<file path="src/rtl/updn_pkg.sv">
package updn_pkg;

    typedef enum logic [2:0] {
        ACT_HOLD  = 3'd0,
        ACT_INC   = 3'd1,
        ACT_DEC   = 3'd2,
        ACT_LOAD  = 3'd3,
        ACT_CLEAR = 3'd4
    } act_e;

    // Priority: clear, then load, then a single qualified edge.
    function automatic act_e pick_action(
        input logic clr,
        input logic load,
        input logic up_rise,
        input logic dn_rise,
        input logic up_lvl,
        input logic dn_lvl
    );
        if (clr)                 return ACT_CLEAR;
        if (load)                return ACT_LOAD;
        if (up_rise && dn_rise)  return ACT_HOLD;
        if (up_rise && dn_lvl)   return ACT_INC;
        if (dn_rise && up_lvl)   return ACT_DEC;
        return ACT_HOLD;
    endfunction

endpackage

</file>
<file path="src/rtl/updn_sync.sv">
module updn_sync #(
    parameter int                 WIDTH   = 1,
    parameter int                 STAGES  = 2,
    parameter logic [WIDTH-1:0]   RST_VAL = '0
) (
    input  logic             clk,
    input  logic             rst_n,
    input  logic [WIDTH-1:0] async_i,
    output logic [WIDTH-1:0] sync_o
);

    logic [STAGES-1:0][WIDTH-1:0] chain_d;
    logic [STAGES-1:0][WIDTH-1:0] chain_q;

    always_comb begin
        chain_d[0] = async_i;
        for (int s = 1; s < STAGES; s++) begin
            chain_d[s] = chain_q[s-1];
        end
    end

    generate
        for (genvar g = 0; g < STAGES; g++) begin : g_stage
            always_ff @(posedge clk or negedge rst_n) begin
                if (!rst_n) begin
                    chain_q[g] <= RST_VAL;
                end else begin
                    chain_q[g] <= chain_d[g];
                end
            end
        end
    endgenerate

    assign sync_o = chain_q[STAGES-1];

endmodule

</file>
<file path="src/rtl/updn_edge.sv">
module updn_edge #(
    parameter int               LANES   = 2,
    parameter logic [LANES-1:0] RST_VAL = '1
) (
    input  logic             clk,
    input  logic             rst_n,
    input  logic [LANES-1:0] lvl_i,
    output logic [LANES-1:0] rise_o
);

    logic [LANES-1:0] prev_d;
    logic [LANES-1:0] prev_q;

    always_comb begin
        prev_d = lvl_i;
    end

    always_ff @(posedge clk or negedge rst_n) begin
        if (!rst_n) begin
            prev_q <= RST_VAL;
        end else begin
            prev_q <= prev_d;
        end
    end

    generate
        for (genvar g = 0; g < LANES; g++) begin : g_lane
            assign rise_o[g] = lvl_i[g] & ~prev_q[g];
        end
    endgenerate

endmodule

</file>
<file path="src/rtl/updn_core.sv">
module updn_core
    import updn_pkg::*;
#(
    parameter int WIDTH = 4
) (
    input  logic             clk,
    input  logic             rst_n,
    input  logic             up_lvl,
    input  logic             dn_lvl,
    input  logic             up_rise,
    input  logic             dn_rise,
    input  logic             clr_lvl,
    input  logic             load_lvl,
    input  logic [WIDTH-1:0] preset_i,
    output logic [WIDTH-1:0] count_o,
    output logic             carry_n_o,
    output logic             borrow_n_o
);

    localparam logic [WIDTH-1:0] CNT_MAX  = '1;
    localparam logic [WIDTH-1:0] CNT_ZERO = '0;
    localparam logic [WIDTH-1:0] CNT_ONE  = WIDTH'(1);

    typedef struct packed {
        logic [WIDTH-1:0] count;
        logic             carry_n;
        logic             borrow_n;
    } state_t;

    localparam state_t ST_RESET = '{count: CNT_ZERO, carry_n: 1'b1, borrow_n: 1'b1};

    state_t st_d;
    state_t st_q;
    act_e   act;

    always_comb begin
        st_d = st_q;
        act  = pick_action(clr_lvl, load_lvl, up_rise, dn_rise, up_lvl, dn_lvl);
        unique case (act)
            ACT_CLEAR: st_d.count = CNT_ZERO;
            ACT_LOAD:  st_d.count = preset_i;
            ACT_INC:   st_d.count = st_q.count + CNT_ONE;
            ACT_DEC:   st_d.count = st_q.count - CNT_ONE;
            default:   st_d.count = st_q.count;
        endcase
        // Terminal outputs follow the next count and the present clock level.
        st_d.carry_n  = !((st_d.count == CNT_MAX)  && !up_lvl);
        st_d.borrow_n = !((st_d.count == CNT_ZERO) && !dn_lvl);
    end

    always_ff @(posedge clk or negedge rst_n) begin
        if (!rst_n) begin
            st_q <= ST_RESET;
        end else begin
            st_q <= st_d;
        end
    end

    assign count_o    = st_q.count;
    assign carry_n_o  = st_q.carry_n;
    assign borrow_n_o = st_q.borrow_n;

    AST_CLEAR_WINS: assert property (@(posedge clk) disable iff (!rst_n)
        clr_lvl |=> (count_o == CNT_ZERO));

    AST_LOAD_VALUE: assert property (@(posedge clk) disable iff (!rst_n)
        (load_lvl && !clr_lvl) |=> (count_o == $past(preset_i)));

    AST_UP_STEP: assert property (@(posedge clk) disable iff (!rst_n)
        (!clr_lvl && !load_lvl && up_rise && dn_lvl && !dn_rise)
        |=> (count_o == WIDTH'($past(count_o) + CNT_ONE)));

    AST_DN_STEP: assert property (@(posedge clk) disable iff (!rst_n)
        (!clr_lvl && !load_lvl && dn_rise && up_lvl && !up_rise)
        |=> (count_o == WIDTH'($past(count_o) - CNT_ONE)));

    AST_ONE_LOW_IGNORED: assert property (@(posedge clk) disable iff (!rst_n)
        (!clr_lvl && !load_lvl && ((up_rise && !dn_lvl) || (dn_rise && !up_lvl)))
        |=> $stable(count_o));

    AST_BOTH_HOLD: assert property (@(posedge clk) disable iff (!rst_n)
        (!clr_lvl && !load_lvl && up_rise && dn_rise) |=> $stable(count_o));

    AST_CARRY_AT_MAX: assert property (@(posedge clk) disable iff (!rst_n)
        !carry_n_o |-> (count_o == CNT_MAX));

    AST_BORROW_AT_ZERO: assert property (@(posedge clk) disable iff (!rst_n)
        !borrow_n_o |-> (count_o == CNT_ZERO));

endmodule

</file>
<file path="src/rtl/updn_counter_stage.sv">
module updn_counter_stage #(
    parameter int WIDTH       = 4,
    parameter int SYNC_STAGES = 2
) (
    input  logic             clk,
    input  logic             sys_rst_n,
    input  logic             up_clk_i,
    input  logic             dn_clk_i,
    input  logic             clear_i,
    input  logic             load_n_i,
    input  logic [WIDTH-1:0] preset_i,
    output logic [WIDTH-1:0] count_o,
    output logic             carry_n_o,
    output logic             borrow_n_o
);

    // Control lanes: [3] load_n, [2] clear, [1] down clock, [0] up clock.
    localparam int          CTRL_W   = 4;
    localparam logic [3:0]  CTRL_RST = 4'b1011;
    localparam int          CLK_LANES = 2;

    logic [CTRL_W-1:0]    ctrl_raw;
    logic [CTRL_W-1:0]    ctrl_s;
    logic [WIDTH-1:0]     preset_s;
    logic [CLK_LANES-1:0] clk_lvl;
    logic [CLK_LANES-1:0] clk_rise;

    assign ctrl_raw = {load_n_i, clear_i, dn_clk_i, up_clk_i};

    updn_sync #(
        .WIDTH  (CTRL_W),
        .STAGES (SYNC_STAGES),
        .RST_VAL(CTRL_RST)
    ) u_ctrl_sync (
        .clk    (clk),
        .rst_n  (sys_rst_n),
        .async_i(ctrl_raw),
        .sync_o (ctrl_s)
    );

    // Data follows the same depth as the load strobe so they stay aligned.
    updn_sync #(
        .WIDTH  (WIDTH),
        .STAGES (SYNC_STAGES),
        .RST_VAL('0)
    ) u_preset_sync (
        .clk    (clk),
        .rst_n  (sys_rst_n),
        .async_i(preset_i),
        .sync_o (preset_s)
    );

    assign clk_lvl = ctrl_s[1:0];

    updn_edge #(
        .LANES  (CLK_LANES),
        .RST_VAL('1)
    ) u_edge (
        .clk   (clk),
        .rst_n (sys_rst_n),
        .lvl_i (clk_lvl),
        .rise_o(clk_rise)
    );

    updn_core #(
        .WIDTH(WIDTH)
    ) u_core (
        .clk       (clk),
        .rst_n     (sys_rst_n),
        .up_lvl    (clk_lvl[0]),
        .dn_lvl    (clk_lvl[1]),
        .up_rise   (clk_rise[0]),
        .dn_rise   (clk_rise[1]),
        .clr_lvl   (ctrl_s[2]),
        .load_lvl  (!ctrl_s[3]),
        .preset_i  (preset_s),
        .count_o   (count_o),
        .carry_n_o (carry_n_o),
        .borrow_n_o(borrow_n_o)
    );

    AST_TERM_NOT_BOTH: assert property (@(posedge clk) disable iff (!sys_rst_n)
        !(!carry_n_o && !borrow_n_o)); // max and zero never coincide

endmodule

</file>
<file path="config.mk">
export PLATFORM = sky130hd
export DESIGN_NAME = updn_counter_stage
export DESIGN_NICKNAME = d
export VERILOG_FILES = /design/src/rtl/updn_pkg.sv /design/src/rtl/updn_sync.sv /design/src/rtl/updn_edge.sv /design/src/rtl/updn_core.sv /design/src/rtl/updn_counter_stage.sv
export SDC_FILE = /design/constraint.sdc
export NUM_CORES = 1
export LEC_CHECK = 0
export BUFFER_PORTS_ARGS = -buffer_cell sky130_fd_sc_hd__buf_4
export CAP_MARGIN = 20
export CORE_UTILIZATION = 55
export CTS_BUF_LIST = sky130_fd_sc_hd__clkbuf_4 sky130_fd_sc_hd__clkbuf_8
export DETAILED_ROUTE_END_ITERATION = 10
export PLACE_DENSITY_LB_ADDON = 0.05
export SYNTH_ARGS = -nofsm -noshare
export SYNTH_HDL_FRONTEND = slang
export SYNTH_SLANG_ARGS = --single-unit
</file>
<file path="constraint.sdc">
create_clock -name clk -period 6.3 [get_ports clk]
set_clock_uncertainty 0.05 [all_clocks]
set_input_delay 0.63 -clock clk [delete_from_list [all_inputs] [get_ports clk]]
set_output_delay 0.63 -clock clk [all_outputs]
set_load 0.01 [all_outputs]
</file>
# Yosys cells after proc, flatten, opt, wreduce, memory -nomap -nowiden
# Cells that the tools add are included.
# W data, S select, Z words.
op_classes:
  add_sub_neg: 2
  eq_ne: 5
  muxes: 26
  bitwise_logic: 4
  n_reduce_logical: 10
op_table:
  columns: ["cell", "count"]
  rows:
  - ["$mux W3", 10]
  - ["$pmux W4 S4", 1]
  - ["$mux W1", 15]
  - ["$eq A3 B2 Y1 const B", 2]
  - ["$logic_and A1 B1 Y1", 5]
  - ["$add A4 B1 Y4 const B", 1]
  - ["$eq A4 B4 Y1 const B", 1]
  - ["$logic_not A1 Y1", 4]
  - ["$logic_not A4 Y1", 1]
  - ["$sub A4 B1 Y4 const B", 1]
  - ["$eq A3 B1 Y1 const B", 1]
  - ["$eq A3 B3 Y1 const B", 1]
  - ["$and A1 B1 Y1", 2]
  - ["$not A1 Y1", 2]
word_totals:
  reg_bits: 24
  input_bits: 10
  out_inout_bits: 6
  word_cells: 55

# Longest topological paths before layout
# Gate-level depths: netlist of run 1.
depth:
  word_depth: 23
  ltp_mapped: 9
  depth_no_buf: 8

# Hierarchy
# From an unflattened synthesis of run 1, not the netlist that was laid out.
hier_totals:
  hier_cells: 71
  area_unflattened_um2: 983.4
by_module_without_submodules:
  columns: ["module", "n_inst", "cells_per_inst", "area_each_um2", "seq_area_each_um2"]
  rows:
  - ["updn_core", 1, 50, 491.7, 152.6]
  - ["updn_sync at u_ctrl_sync", 1, 8, 207.7, 207.7]
  - ["updn_sync at u_preset_sync", 1, 8, 200.2, 200.2]
  - ["updn_edge", 1, 4, 80.1, 52.6]
  - ["updn_counter_stage", 1, 1, 3.8, 0.0]

# Worst setup path after synthesis of run 1
# Ideal clock, no wire load.
synth_timing:
  path_kind: "register to register"
  from: "register u_ctrl_sync.chain_q (netlist bit u_ctrl_sync.sync_o[3])"
  to: "register u_core.st_q (netlist bit u_core.borrow_n_o)"
  setup_time_ps: 88
  arrival_ps: 2479
  required_time_ps: 6162
  slack_ps: 3683
  stages_incl_launch_ff: 10
  n_path_buf: 1
  synth_period_minus_slack_ps: 2617
  cell_sequence: "dfstp_2 buf_4 nand4b_4 nor3b_1 ha_1 a21o_1 a21oi_1 mux2i_1 a22oi_1 or3_1"
synth_rtl:
  columns: ["element", "line_no", "rtl"]
  rows:
  - ["start, declared", "updn_sync.sv:13", "logic [STAGES-1:0][WIDTH-1:0] chain_q;"]
  - ["start signal, assigned by index", "updn_sync.sv:28", "chain_q[g] <= chain_d[g];"]
  - ["end signal, assigned", "updn_core.sv:55", "st_q <= st_d;"]
  - ["end, declared", "updn_core.sv:33", "state_t st_q;"]

==> results of run 1 <==
power by group through the flow:
stage / clock [mW] / sequential, mW / combinational (mW)
after floorplan: 0 / 0.181 / 0.0222
after global placement: 0 / 0.181 / 0.0428
after detailed placement: 0 / 0.182 / 0.0433
after CTS: 0.0722 / 0.179 / 0.0436
after global routing: 0.0775 / 0.181 / 0.0474
final: 0.0680 / 0.179 / 0.0431
metal layers:
layer  track usage [%]  wire length, um  vias up
met5                 0                0        -
met4             7.500                6        0
met3             2.500               54        2
met2             28.48              699       19
met1             21.20              640      274
li1                  -                -      264
stage by stage:
step                setup WS [ns]  instances
floorplan                   3.683         65
global placement            3.601         95
detailed placement          3.488         95
CTS                         3.456         99
global route                3.253         99
finish                      3.452         99
registers in the layout, summed over array words and instances (netlist names):
signal	count
u_preset_sync.sync_o	4
u_preset_sync.chain_d	4
u_ctrl_sync.sync_o	4
u_edge.prev_q	2
u_core.count_o	4
u_core.borrow_n_o	1
u_core.carry_n_o	1
u_ctrl_sync.chain_d	4
cells in the mapped netlist:
cell,instances,area share [%]
nand3b_1,1,0.79
or3_1,1,0.66
buf_4,1,0.79
ha_1,2,2.6
dfrtp_1,14,37
nand2_1,2,0.79
a21o_1,2,1.6
fa_1,1,2.1
dfstp_2,10,28
inv_1,3,1.2
nor3b_1,3,2.4
or2_4,1,0.92
a221oi_4,1,2.8
and3b_1,1,0.92
nor3_1,3,1.6
o21bai_1,1,0.79
a22oi_1,1,0.79
and2_1,1,0.66
mux2i_1,1,1.1
nand4_1,1,0.66
or3b_1,1,0.92
a211oi_2,2,2.6
nand2b_1,1,0.66
a2bb2oi_1,1,0.92
nor2_1,3,1.2
nand3_1,1,0.53
a21oi_1,2,1.1
xnor2_1,2,1.8
nand4b_4,1,2.5
cells by family (layout without fill, tap and decap cells):
kind of cell	Yosys count	after routing
AOI/OAI and AO/OA	10	10
xor gates and xnor gates	2	2
adders and majority gates	3	3
buffers and inverters	4	22
DFF	24	24
muxes	1	1
and+or+nand+nor	21	21
critical path, stage by stage, from the launching register on:
cell and delay [ns]:
dfstp_2 0.64, nand4b_4 0.15, nor3b_1 0.51, ha_1 0.34
a21o_1 0.15, a21oi_1 0.25, mux2i_1 0.21, a22oi_1 0.13
or3_1 0.35
worst paths after layout:
kind                                      endpoint  depth (start not counted)
hold reg to reg              u_ctrl_sync.sync_o[0]                          0
max in group asynchronous         u_edge.prev_q[0]                          1
setup reg to reg                 u_core.borrow_n_o                          8
setup / recovery                 u_core.borrow_n_o                          8
hold / removal             u_preset_sync.sync_o[2]                          1
min in group clk             u_ctrl_sync.sync_o[0]                          0
final cells by class:
type	instances	area, sq um	share of cell area [%]
Sequential cell	24	613.1	55.56
Multi-Input combinational cell	37	316.6	28.68
Timing Repair Buffer	15	112.6	10.20
Clock buffer	4	30.03	2.721
Tap cell	16	20.02	1.814
Inverter	3	11.26	1.020
layout by cell type (no fill, tap or decap), types with 2 or more instances in the layout:
master,count
inv_1,3
ha_1,2
xnor2_1,2
dfrtp_1,14
clkbuf_4,4
nor2_1,3
buf_4,15
nor3_1,3
a211oi_2,2
dfstp_2,10
nor3b_1,3
a21oi_1,2
a21o_1,2
nand2_1,2
==> metrics.yaml, run 1 <==
placed_area_sq_um: 1074
grt_usage_pct: 16.70
finalHoldWorstSlack_ns: 0.1415
start_util_pct: 60.83
clk_pin_slew_ns: 0.12
die_x_um: 43.53
synth_seq_area_share_pct: 64.64
grt_first_pass_wirelength_mm: 2.242
drive_gt1_share_pct: 40.96
hold_path_class: "in2async"
final_net_count: 97
synthesis.nets: 78
maxSlewHeadroom_pct: 62.09
antenna_found_initial: 0
dpl.hpwl_mm: 1.044
antenna_left: 0
ctsHoldBuffers: 0
power_mw: 0.2903
finalHoldViolations: 0
path_max_fanout: 8
avgViaCountPerCell: 5.646
clock-sinks: 24
outcome: "completed"
root_buffer: "clkbuf_4"
seqPwrFrac_pct: 61.7
cp-startpoint: "u_ctrl_sync.sync_o[3]"
combPwrFrac_pct: 14.8
p_per_area_nw_per_um2: 263.1
switching_power_mw: 0.07004
routabilityCongestion: 0.8251
clock_latency_ns: 0.30
postCtsSetupBuffers: 0
cts_tree: "built"
die_y_um: 43.53
vias: 559
leakage_nw: 0.5269
drv_cap: 0
cts_buffers: 3
synthAdderAreaFrac_pct: 4.749
fill_cells: 117
cp-start-kind: "flip-flop"
endpoint_kind: "flip-flop"
die_area_sq_um: 1894
finalSetupViolations: 0
synth-xor-area-share_pct: 1.847
yosys.cell_types.count: 29
peakVddDrop_uv: 190.6
grt_start_max_net_pins: 25
cts_buffer_depth: 2
crit_type: "reg2reg"
rsz0062_at_grt: "false"
core_area_sq_um: 1559
reg2reg_slack_ns: 3.45
r2r_start: "u_ctrl_sync.sync_o[3]"
antenna_cells: 0
cts.repair.resized: 0
finalCritPeriodShare_pct: 45.21
drc: 0
clock_power_share_pct: 23.4
cts_htree_levels: 1
p_int_mw: 0.2203
synth_area_per_cell_sq_um: 14.59
yosysWarnings: 0
routed_wl_mm: 1.401
max_freq_mhz: 351.1
swShare_pct: 24.12
synth_compound_area_share_pct: 10.55
synth_top_family_by_area: "simple AND/OR/NAND/NOR gates"
avgRoutedWirePerCell_um: 14.15
synthMuxAreaShare_pct: 1.055
io_pins: 16
min_period_ns: 2.848
arrival_ns: 3.02
postLayoutCellArea_sq_um: 1104
rows: 14
ys_ff_latch: 24
final_util_pct: 70.79
finalSetupTns_ns: 0
drtPass1Iterations: 5
syn_to_final_growth_pct: 16.36
grt_pass1_vias: 526
syn_inst: 65
worst_pin_slew_ns: 0.5675
port_buffers: 15
slew_violations: 0
drt-initial-drc-count: 10
syn_area_sq_um: 948.4
critPathRequiredTime_ns: 6.47
overflow: 0
synth_simple_gate_area_share_pct: 15.17
(Power assumes the default switching activity.)
==> inputs of run 2 (changes only) <==
Settings changed: CORE_UTILIZATION 55 to 51.
Clock period 6.3 ns to 2.6 ns, I/O delays scaled along.
==> run 2 against run 1 <==
  * Routed wire length is 5.8% higher
  * Largest cell class unchanged
  * Worst hold slack better by 0.17 ns
  * Setup slack worse by 3.4 ns
  * Highest routed layer unchanged
  * Largest power group unchanged
  * Die area is 7.5% higher
  * Global-route usage is 0.85 points higher
  * Critical path type unchanged
==> metrics.yaml, run 2 (same netlist as run 1, synthesis figures left out) <==
layout_commonest_cell: "buf_4"
drtPass1Iterations: 4  # -1
max_freq_mhz: 398.1  # +13%
syn_to_final_growth_pct: 32.59
routabilityCongestion: 0.8815  # +6.8%
grtUsageMet3_pct: 3.600  # +1.1 points
cts_htree_levels: 1  # unchanged
grt_use_met1_pct: 22.52  # +1.3 points
cts_tree: "built"
critPathRequiredTime_ns: 2.78  # -3.69 ns
busiest_layer: "met2"
met2_usage_pct: 27.25  # -1.2 points
hold_path_class: "reg2reg"
outcome: "completed"
avgRoutedWirePerCell_um: 12.15  # -14%
grt_first_pass_wirelength_mm: 2.394  # +6.8%
min_period_ns: 2.512  # -0.3362 ns
peakVddDrop_uv: 481.7  # +150%
path_max_fanout: 4  # -4
grt_pass1_vias: 529  # +0.57%
drv_cap: 0  # unchanged
arrival_ns: 2.69  # -0.33 ns
routed_wl_mm: 1.482  # +5.8%
clock-sinks: 24  # unchanged
overflow: 0  # unchanged
finalHoldViolations: 0  # unchanged
finalCritPeriodShare_pct: 96.61  # +51 points
reg2regPathDepth: 8  # unchanged
die_y_um: 45.13  # +3.7%
worst_pin_slew_ns: 0.4114  # -0.1561 ns
finalHoldWorstSlack_ns: 0.3116  # +0.1702 ns
clock_latency_ns: 0.30  # about the same
rr_endpoint: "u_core.borrow_n_o"
io_pins: 16  # unchanged
cts_buffers: 3  # unchanged
antenna_found_initial: 0  # unchanged
leakage_nw: 0.5945  # +13%
root_buffer: "clkbuf_4"
avgViaCountPerCell: 4.877  # -14%
cts_buffer_depth: 2  # unchanged
r2r_start: "u_ctrl_sync.sync_o[3]"
start_util_pct: 54.93  # -5.9 points
final_net_count: 111  # +14%
reg2reg_slack_ns: 0.09  # -3.36 ns
rows: 15  # +1
vias: 595  # +6.4%
port_buffers: 15  # unchanged
fill_cells: 130  # +11%
slew_violations: 0  # unchanged
die_area_sq_um: 2036  # +7.5%
seq_area_sq_um: 613.1  # unchanged
dp_cells: 105  # +11%
layout_common_cells: "buf_4, dfrtp_1, dfstp_2"
cp-startpoint: "u_ctrl_sync.sync_o[3]"
grt_usage_pct: 17.55  # +0.85 points
dpl.hpwl_mm: 1.071  # +2.6%
antenna_cells: 0  # unchanged
grt_start_max_net_pins: 25  # unchanged
pre_cts_ws_ns: 0.1090  # -3.379 ns
maxSlewHeadroom_pct: 72.38  # +10 points
drc: 0  # unchanged
die_x_um: 45.13  # +3.7%
setup_ws_ns: 0.08819  # -3.364 ns
power_mw: 0.7249  # +150%
drive_gt1_share_pct: 42.27  # +1.3 points
antenna_left: 0  # unchanged
finalSetupViolations: 0  # unchanged
endpoint_kind: "flip-flop"
clk_pin_slew_ns: 0.12  # about the same
core_area_sq_um: 1727  # +11%
p_per_area_nw_per_um2: 576.5  # +120%
crit_type: "reg2reg"
fin_cells: 122  # +23%
drt-initial-drc-count: 5  # -5
multiInputGateArea_sq_um: 331.6  # +4.7%
critPathCapture: "u_core.borrow_n_o"
cp-start-kind: "flip-flop"
==> run 2: cell types whose count changed in the layout (fill, tap and decap cells not counted) <==
cell / before / now
buf_4: 15 / 20
nor3b_4: 0 / 1
a21oi_2: 0 / 1
a21oi_1: 2 / 1
dlygate4sd3_1: 0 / 9
nor3b_1: 3 / 2
==> run 2: metal layers <==
layer	vias to the layer above	wire [um]
met3	4	34
li1	291	-
met2	15	774
met4	0	33
met5	-	0
met1	285	640
==> run 2: worst min path at each step <==
stage	startpoint	cells past startpoint	slack, ns	endpoint
2_1_floorplan	sys_rst_n	0	-0.09	u_core.count_o[0]
3_3_place_gp	sys_rst_n	1	0.11	u_core.count_o[3]
3_5_place_dp	sys_rst_n	1	0.12	u_core.count_o[3]
4_1_cts	sys_rst_n	2	0.31	u_core.count_o[2]
5_1_grt	u_preset_sync.chain_d[6]	0	0.32	u_preset_sync.sync_o[2]
6_report	u_preset_sync.chain_d[6]	0	0.31	u_preset_sync.sync_o[2]
==> run 2: critical path, cell delays in order, from the launching register on <==
cell      delay [ns]
dfstp_2         0.60
nand4b_4        0.14
nor3b_4         0.21
buf_4           0.15
fa_1            0.42
nor3b_1         0.16
a211oi_2        0.29
nand3_1         0.10
or3_1           0.31
==> run 2: power by group <==
part | switching (mW) | internal [mW]
Combinational | 0.0550 | 0.0682
Sequential | 0.0250 | 0.409
Clock | 0.0981 | 0.0702
Total | 0.178 | 0.547
==> run 2: cell type report <==
cell class	count	share of cell area, %
multi-input combinational	37	26.37
tap	25	2.488
clock buffer	4	2.388
inverter	3	0.8955
timing repair buffer	29	19.10
sequential	24	48.76
==> run 2: metrics by stage <==
| step | TNS [ns] | utilization (%) | instance area, sq um |
|---|---|---|---|
| 2_1_floorplan | 0 | - | 953.4 |
| 3_3_place_gp | 0 | 63.55 | 1097 |
| 3_5_place_dp | 0 | 63.55 | 1097 |
| 4_1_cts | 0 | 70.51 | 1217 |
| 5_1_grt | -0.004328 | 72.83 | 1257 |
| 6_report | 0 | 72.83 | 1257 |
==> run 2: repair_timing <==
action / in CTS / in global routing
hold buffers: 9 / 0
resized for setup: 0 / 2
setup endpoints to repair: 0 / 1
endpoints found under the hold margin: 22 / 0
setup buffers: 0 / 4
==> inputs of run 3 (changes only) <==
Settings changed: ABC_AREA set to 1, CORE_UTILIZATION 51 to 55.
Clock period 2.6 ns to 2.68 ns, I/O delays scaled along.
==> run 3 against run 2 <==
  * Sequential power shrank 6.2%
  * Synthesized cell count rose by 48%
  * Flip-flop and latch count did not move
  * Via count rose by 26%
  * Synthesized area rose by 4.0%
  * Critical path type unchanged
  * Largest cell class unchanged
==> metrics.yaml, run 3 <==
syn_area_sq_um: 985.9  # +4.0%
max_freq_mhz: 427.9  # +7.5%
port_buffers: 15  # unchanged
worst_pin_slew_ns: 0.3220  # -0.08938 ns
worst_path_max_delay_cell: "dfstp_2"
syn_to_final_growth_pct: 28.93
min_period_ns: 2.337  # -0.1748 ns
antenna_left: 0  # unchanged
yosysMostFrequentCell: "nand2_1"
antenna_cells: 0  # unchanged
slew_violations: 0  # unchanged
placed_area_sq_um: 1129  # +2.9%
pre_cts_ws_ns: 0.3988  # +0.2898 ns
layout_commonest_cell: "nand2_1"
yosys.cell_types.count: 18  # -38%
cts_buffer_depth: 2  # unchanged
avgViaCountPerCell: 5.054  # +3.6%
drc: 0  # unchanged
maxSlewHeadroom_pct: 78.45  # +6.1 points
syn_inst: 96  # +48%
drtPass1Iterations: 4  # unchanged
synthesis.nets: 109  # +40%
finalCritPeriodShare_pct: 87.20  # -9.4 points
critical_path.max_stage_delay_ns: 0.57  # -0.03 ns
drive_gt1_share_pct: 36.29  # -6.0 points
fin_cells: 148  # +21%
yosysTopAreaCell: "dfrtp_1"
final_util_pct: 79.75  # +6.9 points
clock-sinks: 24  # unchanged
crit_type: "reg2reg"
leakage_nw: 0.6225  # +4.7%
finalHoldViolations: 0  # unchanged
outcome: "completed"
synth_area_leaders: "dfrtp_1, dfstp_2, nand2_1"
die_x_um: 44.34  # -1.7%
die_area_sq_um: 1966  # -3.4%
ys_ff_latch: 24  # unchanged
path_max_fanout: 5  # +1
routabilityCongestion: 0.8025  # -9.0%
netlist.area_leader.share_pct: 35.53  # -1.4 points
ys_async_sr_fraction_pct: 100.0  # unchanged
clock_latency_ns: 0.31  # about the same
start_util_pct: 61.85  # +6.9 points
yosysWarnings: 0  # unchanged
avgRoutedWirePerCell_um: 14.16  # +17%
rsz0062_at_grt: "false"
vias: 748  # +26%
die_y_um: 44.34  # -1.7%
p_per_area_nw_per_um2: 604.3  # +4.8%
cp_common_cell: "nand2_1"
worstPathCellList: "nand2_1, nor3_1, nand2_2, inv_2, ha_1, a21oi_1, nand3_1, nand2_1, nand2_1, nand2_1, nor2_1, nor2_2, nand3_2"
endpoint_kind: "flip-flop"
grt_usage_pct: 21.67  # +4.1 points
core_area_sq_um: 1594  # -7.7%
root_buffer: "clkbuf_4"
drv_cap: 0  # unchanged
overflow: 0  # unchanged
layout_common_cells: "nand2_1, buf_4, nor2_1, dfrtp_1, dfstp_2"
dp_cells: 135  # +29%
critPathRequiredTime_ns: 2.88  # +0.10 ns
io_pins: 16  # unchanged
synth_common_cells: "nand2_1, dfrtp_1, nor2_1"
grt_start_max_net_pins: 25  # unchanged
dpl.hpwl_mm: 1.204  # +12%
cts_buffers: 3  # unchanged
finalSetupViolations: 0  # unchanged
finalSetupTns_ns: 0  # unchanged
synth_area_per_cell_sq_um: 10.27  # -30%
synth_edf_count: 0  # unchanged
arrival_ns: 2.53  # -0.16 ns
cp-start-kind: "flip-flop"
postLayoutCellArea_sq_um: 1271  # +1.1%
setup_ws_ns: 0.3430  # +0.2548 ns
critPathTopFamily: "simple AND/OR/NAND/NOR gates"
routed_wl_mm: 2.096  # +41%
antenna_found_initial: 0  # unchanged
synth_seq_area_share_pct: 62.18  # -2.5 points
drt-initial-drc-count: 27  # +22
peakVddDrop_uv: 499.7  # +3.8%
grt_pass1_vias: 700  # +32%
final_net_count: 138  # +24%
rows: 14  # -1
clk_pin_slew_ns: 0.14  # +0.02 ns
cts_htree_levels: 1  # unchanged
path_buf_inv: 1  # unchanged
synth_ff_type: "dfrtp_1"
grt_first_pass_wirelength_mm: 2.932  # +22%
cts_tree: "built"
hold_path_class: "reg2reg"
==> run 3: cell count changes in the layout (fill, tap and decap cells not counted), moves of 3 or more <==
cell,previous run,this run
nand3_1,1,4
inv_1,3,8
inv_2,0,4
nand2_1,2,19
nand2_2,0,4
nand3_2,0,3
nor2_2,0,4
buf_4,20,15
nor2_1,3,14
==> run 3: cell type report <==
class                   count  area [sq um]
flip-flops and latches     24         613.1
clock buffers               3         22.52
clock inverters             1         30.03
fillers                   104         322.8
inverters                  12         45.04
well taps                  24         30.03
multi-input cells          60         327.8
repair buffers             24         202.7
==> run 3: metal layers <==
layer | wire length (um) | GRT usage [%] | vias up
met5 | 0 | 0 | -
met4 | 47 | 10.91 | 0
met3 | 112 | 2.041 | 14
met2 | 1072 | 35.88 | 38
met1 | 864 | 28.86 | 338
li1 | - | - | 358
==> run 3: worst paths after layout <==
check                                  startpoint                  endpoint  slack [ns]  cells past startpoint
setup / recovery            u_ctrl_sync.sync_o[1]          u_core.carry_n_o        0.34                     13
hold / removal             u_ctrl_sync.chain_d[5]     u_ctrl_sync.sync_o[1]        0.32                      0
setup reg to reg            u_ctrl_sync.sync_o[1]          u_core.carry_n_o        0.34                     13
hold reg to reg            u_ctrl_sync.chain_d[5]     u_ctrl_sync.sync_o[1]        0.32                      0
max in group asynchronous               sys_rst_n          u_core.carry_n_o        1.96                      2
min in group asynchronous               sys_rst_n  u_preset_sync.chain_d[5]        0.33                      2
==> run 3: cells by family (layout without fill, tap and decap cells) <==
group	Yosys count	in the layout	share of synthesized area [%]
compound gates	3	3	1.522
xor+xnor	1	1	0.8885
fa+ha+maj	3	3	4.568
buf+inv	12	40	4.568
flops	24	24	62.18
simple gates	53	53	26.27
==> run 3: power by group <==
| group | internal, mW | leakage (nW) | switching [mW] |
|---|---|---|---|
| Sequential | 0.390 | 0.274 | 0.0163 |
| Combinational | 0.0456 | 0.321 | 0.0547 |
| Clock | 0.151 | 0.0279 | 0.111 |
| Total | 0.586 | 0.622 | 0.182 |
==> run 3: worst register-to-register path: cells and delay by family, from the launching register on <==
kind,cells,cell delay [ns]
and+or+nand+nor,10,1.07
DFF,1,0.57
buffers and inverters,1,0.11
AOI/OAI and AO/OA,1,0.20
adders and majority gates,1,0.26
==> run 3: timing repair <==
item,in CTS,in global routing
hold buffers,7,2
resized for setup,0,0
endpoints found under the hold margin,20,2
buffers inserted,0,0
==> run 3: through the flow <==
step / hold WS (ns) / power [mW]
floorplan: -0.07759 / 0.4564
finish: 0.3155 / 0.7681
global placement: 0.1186 / 0.4935
global route: 0.3177 / 0.7989
detailed placement: 0.1240 / 0.4970
CTS: 0.0007805 / 0.7590
